<file path="config.mk">
export PLATFORM = sky130hd
export DESIGN_NAME = pgw_engine
export DESIGN_NICKNAME = d
export VERILOG_FILES = /design/src/rtl/pgw_pkg.sv /design/src/rtl/pgw_datapath.sv /design/src/rtl/pgw_control.sv /design/src/rtl/pgw_engine.sv
export SDC_FILE = /design/constraint.sdc
export NUM_CORES = 1
export LEC_CHECK = 0
export BUFFER_PORTS_ARGS = -buffer_cell sky130_fd_sc_hd__buf_2
export CAP_MARGIN = 25
export CELL_PAD_IN_SITES_DETAIL_PLACEMENT = 1
export CELL_PAD_IN_SITES_GLOBAL_PLACEMENT = 1
export CORE_MARGIN = 4
export CORE_UTILIZATION = 49
export CTS_CLUSTER_DIAMETER = 40
export DETAILED_ROUTE_END_ITERATION = 8
export PLACE_DENSITY = 0.86
export SYNTH_ARGS = -nofsm -noshare
export SYNTH_HDL_FRONTEND = slang
export SYNTH_SLANG_ARGS = --single-unit
export TNS_END_PERCENT = 100
</file>
<file path="constraint.sdc">
create_clock -name clk -period 2.5 [get_ports clk]
set_clock_uncertainty 0.1 [all_clocks]
set_input_delay 0.125 -clock clk [delete_from_list [all_inputs] [get_ports clk]]
set_output_delay 0.125 -clock clk [all_outputs]
set_load 0.005 [all_outputs]
</file>
<file path="src/rtl/pgw_pkg.sv">
package pgw_pkg;

  typedef enum logic [1:0] {
    ST_IDLE    = 2'd0,
    ST_COLLECT = 2'd1,
    ST_COMMIT  = 2'd2,
    ST_TIMER   = 2'd3
  } pgw_state_t;

  typedef struct packed {
    logic load;       // capture start address, clear slot mask
    logic accept;     // store one byte at current offset
    logic scanClear;  // reset commit scan pointer
    logic scanStep;   // commit scan active this cycle
  } pgw_strobe_t;

endpackage

</file>
<file path="src/rtl/pgw_datapath.sv">
module pgw_datapath
  import pgw_pkg::*;
#(
  parameter int ADDR_W     = 13,
  parameter int PAGE_BYTES = 64
) (
  input  logic              clk,
  input  logic              rstN,
  input  pgw_strobe_t       strobe,
  input  logic [ADDR_W-1:0] startAddr,
  input  logic [7:0]        byteData,
  input  logic              byteGrant,
  output logic              maskAny,
  output logic              scanLast,
  output logic              arrWe,
  output logic [ADDR_W-1:0] arrAddr,
  output logic [7:0]        arrData
);

  localparam int OFS_W  = $clog2(PAGE_BYTES);
  localparam int PAGE_W = ADDR_W - OFS_W;

  logic [PAGE_W-1:0]     pageQ;
  logic [OFS_W-1:0]      ofsQ;
  logic [OFS_W-1:0]      scanQ;
  logic [PAGE_BYTES-1:0] maskQ;
  logic [7:0]            dataBuf [PAGE_BYTES];

  always_ff @(posedge clk) begin
    if (!rstN) begin
      pageQ <= '0;
      ofsQ  <= '0;
      maskQ <= '0;
    end else if (strobe.load) begin
      pageQ <= startAddr[ADDR_W-1:OFS_W];
      ofsQ  <= startAddr[OFS_W-1:0];
      maskQ <= '0;
    end else if (strobe.accept) begin
      maskQ[ofsQ] <= byteGrant;
      ofsQ        <= ofsQ + 1'b1;   // wraps inside the page
    end
  end

  always_ff @(posedge clk) begin
    if (strobe.accept) dataBuf[ofsQ] <= byteData;
  end

  always_ff @(posedge clk) begin
    if (!rstN)                 scanQ <= '0;
    else if (strobe.scanClear) scanQ <= '0;
    else if (strobe.scanStep)  scanQ <= scanQ + 1'b1;
  end

  assign maskAny  = |maskQ;
  assign scanLast = (scanQ == OFS_W'(PAGE_BYTES - 1));
  assign arrWe    = strobe.scanStep & maskQ[scanQ];
  assign arrAddr  = {pageQ, scanQ};
  assign arrData  = dataBuf[scanQ];

endmodule

</file>
<file path="src/rtl/pgw_control.sv">
module pgw_control
  import pgw_pkg::*;
#(
  parameter int PROG_CYCLES = 20
) (
  input  logic        clk,
  input  logic        rstN,
  input  logic        startValid,
  input  logic        byteValid,
  input  logic        csRise,
  input  logic        csAligned,
  input  logic        statusStart,
  input  logic        maskAny,
  input  logic        scanLast,
  output pgw_strobe_t strobe,
  output logic        busy,
  output logic        done
);

  localparam int CNT_W = $clog2(PROG_CYCLES + 1);

  pgw_state_t stateQ;
  logic [CNT_W-1:0] cntQ;
  logic doneQ;
  logic timerEnd;
  logic commitGo;

  assign timerEnd = (cntQ == CNT_W'(PROG_CYCLES - 1));
  assign commitGo = csRise & csAligned & maskAny;

  always_comb begin
    strobe = '0;
    unique case (stateQ)
      ST_IDLE:    strobe.load = startValid & ~statusStart;
      ST_COLLECT: begin
        if (csRise) begin
          strobe.scanClear = commitGo;
        end else begin
          strobe.load   = startValid;
          strobe.accept = byteValid & ~startValid;
        end
      end
      ST_COMMIT:  strobe.scanStep = 1'b1;
      default:    strobe = '0;
    endcase
  end

  always_ff @(posedge clk) begin
    if (!rstN) begin
      stateQ <= ST_IDLE;
      cntQ   <= '0;
      doneQ  <= 1'b0;
    end else begin
      doneQ <= 1'b0;
      unique case (stateQ)
        ST_IDLE: begin
          if (statusStart) begin
            stateQ <= ST_TIMER;
            cntQ   <= '0;
          end else if (startValid) begin
            stateQ <= ST_COLLECT;
          end
        end
        ST_COLLECT: begin
          if (csRise) stateQ <= commitGo ? ST_COMMIT : ST_IDLE;
        end
        ST_COMMIT: begin
          if (scanLast) begin
            stateQ <= ST_TIMER;
            cntQ   <= '0;
          end
        end
        default: begin
          if (timerEnd) begin
            stateQ <= ST_IDLE;
            doneQ  <= 1'b1;
          end else begin
            cntQ <= cntQ + 1'b1;
          end
        end
      endcase
    end
  end

  assign busy = (stateQ == ST_COMMIT) || (stateQ == ST_TIMER);
  assign done = doneQ;

endmodule

</file>
<file path="src/rtl/pgw_engine.sv">
module pgw_engine
  import pgw_pkg::*;
#(
  parameter int ADDR_W      = 13,
  parameter int PAGE_BYTES  = 64,
  parameter int PROG_CYCLES = 20
) (
  input  logic              clk,
  input  logic              rstN,
  input  logic              startValid,
  input  logic [ADDR_W-1:0] startAddr,
  input  logic              byteValid,
  input  logic [7:0]        byteData,
  input  logic              byteGrant,
  input  logic              csRise,
  input  logic              csAligned,
  input  logic              statusStart,
  output logic              arrWe,
  output logic [ADDR_W-1:0] arrAddr,
  output logic [7:0]        arrData,
  output logic              busy,
  output logic              done
);

  pgw_strobe_t strobe;
  logic maskAny;
  logic scanLast;

  pgw_control #(.PROG_CYCLES(PROG_CYCLES)) u_ctrl (
    .clk(clk), .rstN(rstN),
    .startValid(startValid), .byteValid(byteValid),
    .csRise(csRise), .csAligned(csAligned), .statusStart(statusStart),
    .maskAny(maskAny), .scanLast(scanLast),
    .strobe(strobe), .busy(busy), .done(done)
  );

  pgw_datapath #(.ADDR_W(ADDR_W), .PAGE_BYTES(PAGE_BYTES)) u_dp (
    .clk(clk), .rstN(rstN), .strobe(strobe),
    .startAddr(startAddr), .byteData(byteData), .byteGrant(byteGrant),
    .maskAny(maskAny), .scanLast(scanLast),
    .arrWe(arrWe), .arrAddr(arrAddr), .arrData(arrData)
  );

endmodule

</file>
==> metrics.yaml <==
global_route:
  grt_max_degree: 65
  grt_overflow_total: 0
  antenna_found_initial: 0
  grt_pass1_wl_um: 118000
  grt.total_usage: 0.303
  grt_pass1_vias: 17000
detailed_routing:
  vias: 16300
  drtIter0Drc: 2315
  vias_per_cell: 6.69
  drc: 0
  drt_pass1_iterations: 5
  wl_per_cell_um: 33.6
  antenna_left: 0
  drt_wl_total_um: 82000
synthesis:
  synthCells: 1442
  syn_nets: 1478
  synth-main-ff-cell: "edfxtp_1"
  synth-simple-area-share: 0.0632
  synth_top_cells_by_count: "512 x edfxtp_1, 145 x mux4_2, 99 x nor2_1"
  synth_mux_area_frac: 0.146
  synth.avg_cell_area_sq_um: 16.9
  synth_top_area_cell: "edfxtp_1"
  yosys.area_share.adder: 0.00359
  synth_xor_xnor_area_share: 0.00215
  synth_cell_types: 54
  ys_seq_elements: 609
  synth_top_family_by_area: "multiplexers"
  ys_top_cells_by_area: "edfxtp_1 63%, mux4_2 13%, dfxtp_1 8.0%, nor2_1 1.5%, a21oi_1 1.4%"
  yosysMostFrequentCell: "edfxtp_1"
  ys_seq_area_frac: 0.709
  synth_compound_area_frac: 0.0546
  synth_area_sq_um: 24400
  ys.warnings.count: 0
  synth_top_area_share: 0.630
  synthArstFlopShare: 0
  synth_edf_count: 512
critical_path:
  max_stage_delay_ps: 570
  crit_chain: "buf_12 -> buf_4 -> mux4_2 -> a22oi_1 -> a21oi_1 -> or4_4 -> buf_2"
  critPathRequiredTime_ps: 2280
  start_kind: "register"
  cp_max_fo: 13
  end_kind: "primary output"
  path_class: "reg2out"
  crit_arrival_ps: 3060
  cp_slowest_cell: "or4_4"
run_status:
  status: "complete, but fails checks"
  violations: "negative setup slack"
timing:
  whs_ps: 52.7
  period_share: 1.31
  grt_setup_unrepaired: "true"
  min_period_ps: 3280
  clock.fmax_mhz: 305
  setup_viol: 9
  worst_slack_ps: -782
  worst_pin_slew_ps: 985
  setup_tns_ps: -5780
  slew_viol_final: 0
  relSlewSlack: 0.343
  finalHoldViolCount: 0
die:
  initial_core_util: 0.497
  placement_rows: 81
  dieArea_sq_um: 53500
  die_y_um: 231
  die_w_um: 231
  io-pin-count: 53
  coreArea_sq_um: 49200
clocking:
  clkTransAtPathRegs_ps: 60
  numCtsBuffers: 80
  cts_tree: "done"
  htree_levels: 3
  root_buffer: "clkbuf_16"
  clock_latency_ps: 630
  clock_sinks: 609
  clk_path_buf_depth: 3
pwr:
  powerDensity_nw_per_um2: 894
  peakVddDrop_mv: 0.584
  leakage_nw: 9.86
  finalPower_mw: 27.0
job:
  drv_cap: 0
final_layout:
  multi_input_area_sq_um: 6930
  ff_latch_area_sq_um: 17300
  drive_above_1_share: 0.338
  area_delta_synth_final_pct: 23.5
  final_nets: 1744
  n_fill_cell: 4345
hold_path:
  holdCritPathClass: "in2reg"
place:
  gp_congestion: 0.894
  dpl.hpwl_um: 46100
  port_buffers: 52
[layout by cell type, fill, tap and decap left out, drive strengths merged, types with 31 or more instances in the layout]
cell | synthesis | final
edfxtp | 512 | 512
a21oi | 67 | 67
nand3 | 36 | 36
dlygate4sd3 | 0 | 31
mux4 | 145 | 145
buf | 38 | 246
dfxtp | 97 | 97
clkbuf | 57 | 95
nor2 | 99 | 99
nand2 | 79 | 79
o21ai | 65 | 65
[final timing paths]
| check | cells after the start | endpoint | slack [ps] | from |
|---|---|---|---|---|
| setup / recovery | 7 | arrData[7] | -780 | register |
| hold / removal | 1 | u_dp.dataBuf[24][5] | 50 | byteData[5] |
| setup reg to reg | 9 | u_dp.dataBuf[40][1] | 90 | u_ctrl.stateQ[1] |
| hold reg to reg | 2 | u_dp.maskQ[26] | 410 | u_dp.maskQ[26] |
[area by class of cell]
type / count / area share
multi-input cells: 730 / 0.230
inverters: 8 / 0.000995
clock buffers: 93 / 0.0708
clock inverters: 53 / 0.0148
flip-flops and latches: 609 / 0.575
well taps: 664 / 0.0275
diodes: 1 / 0.0000830
repair buffers: 279 / 0.0815
[report_power, final]
group	switching (mW)	internal [mW]
clock	4.85	6.46
sequential	0.155	11.1
combinational	2.19	2.23
total	7.19	19.8
[kinds of logic (layout without fill, tap and decap cells)]
logic type | Yosys count | count (layout)
other | 0 | 1
DFF | 609 | 609
buffers and inverters | 103 | 433
AOI/OAI and AO/OA | 219 | 219
muxes | 175 | 175
and+or+nand+nor | 323 | 323
xor gates and xnor gates | 6 | 6
adders and majority gates | 7 | 7
[flip-flops by register name, indices dropped and copies added (netlist names), named ones only]
register	cells
u_dp.dataBuf	512
u_dp.maskQ	64
u_dp.pageQ	7
u_dp.ofsQ	6
u_dp.scanQ	6
u_ctrl.cntQ	5
u_ctrl.stateQ	2
u_ctrl.done	1
[metal layers]
| layer | track usage | share of wire | vias to the layer above |
|---|---|---|---|
| met2 | 0.512 | 0.50 | 1322 |
| met5 | 0 | 0 | - |
| met4 | 0.139 | 0.055 | 0 |
| met1 | 0.383 | 0.35 | 8370 |
| met3 | 0.0556 | 0.098 | 319 |
| li1 | - | - | 6302 |
[stage by stage]
| stage | cells | util | instance area [sq um] | setup slack [ps] |
|---|---|---|---|---|
| final | 2437 | 0.614 | 30200 | -782 |
| after floorplan | 1442 | - | 24400 | 44.4 |
| after global routing | 2436 | 0.614 | 30200 | -838 |
| after detailed placement | 2221 | 0.537 | 26400 | -104 |
| after CTS | 2418 | 0.605 | 29700 | -740 |
| after global placement | 2221 | 0.537 | 26400 | -14.9 |
[critical path: cells and delay by family (launching register included)]
family	cells	cell delay (ps)
flip-flops	1	460
multiplexers	1	530
buffers and inverters	3	470
AO/OA/AOI/OAI	2	390
AND/OR/NAND/NOR	1	570
[timing repair]
action | CTS | global route
setup endpoints to repair | 80 | 435
gates resized for setup | 57 | 55
pin swaps | 9 | 18
buffers inserted | 20 | 15
hold buffers | 30 | 1
endpoints found under the hold margin | 81 | 64
gates cloned | 1 | 3
(Power assumes the default switching activity.)
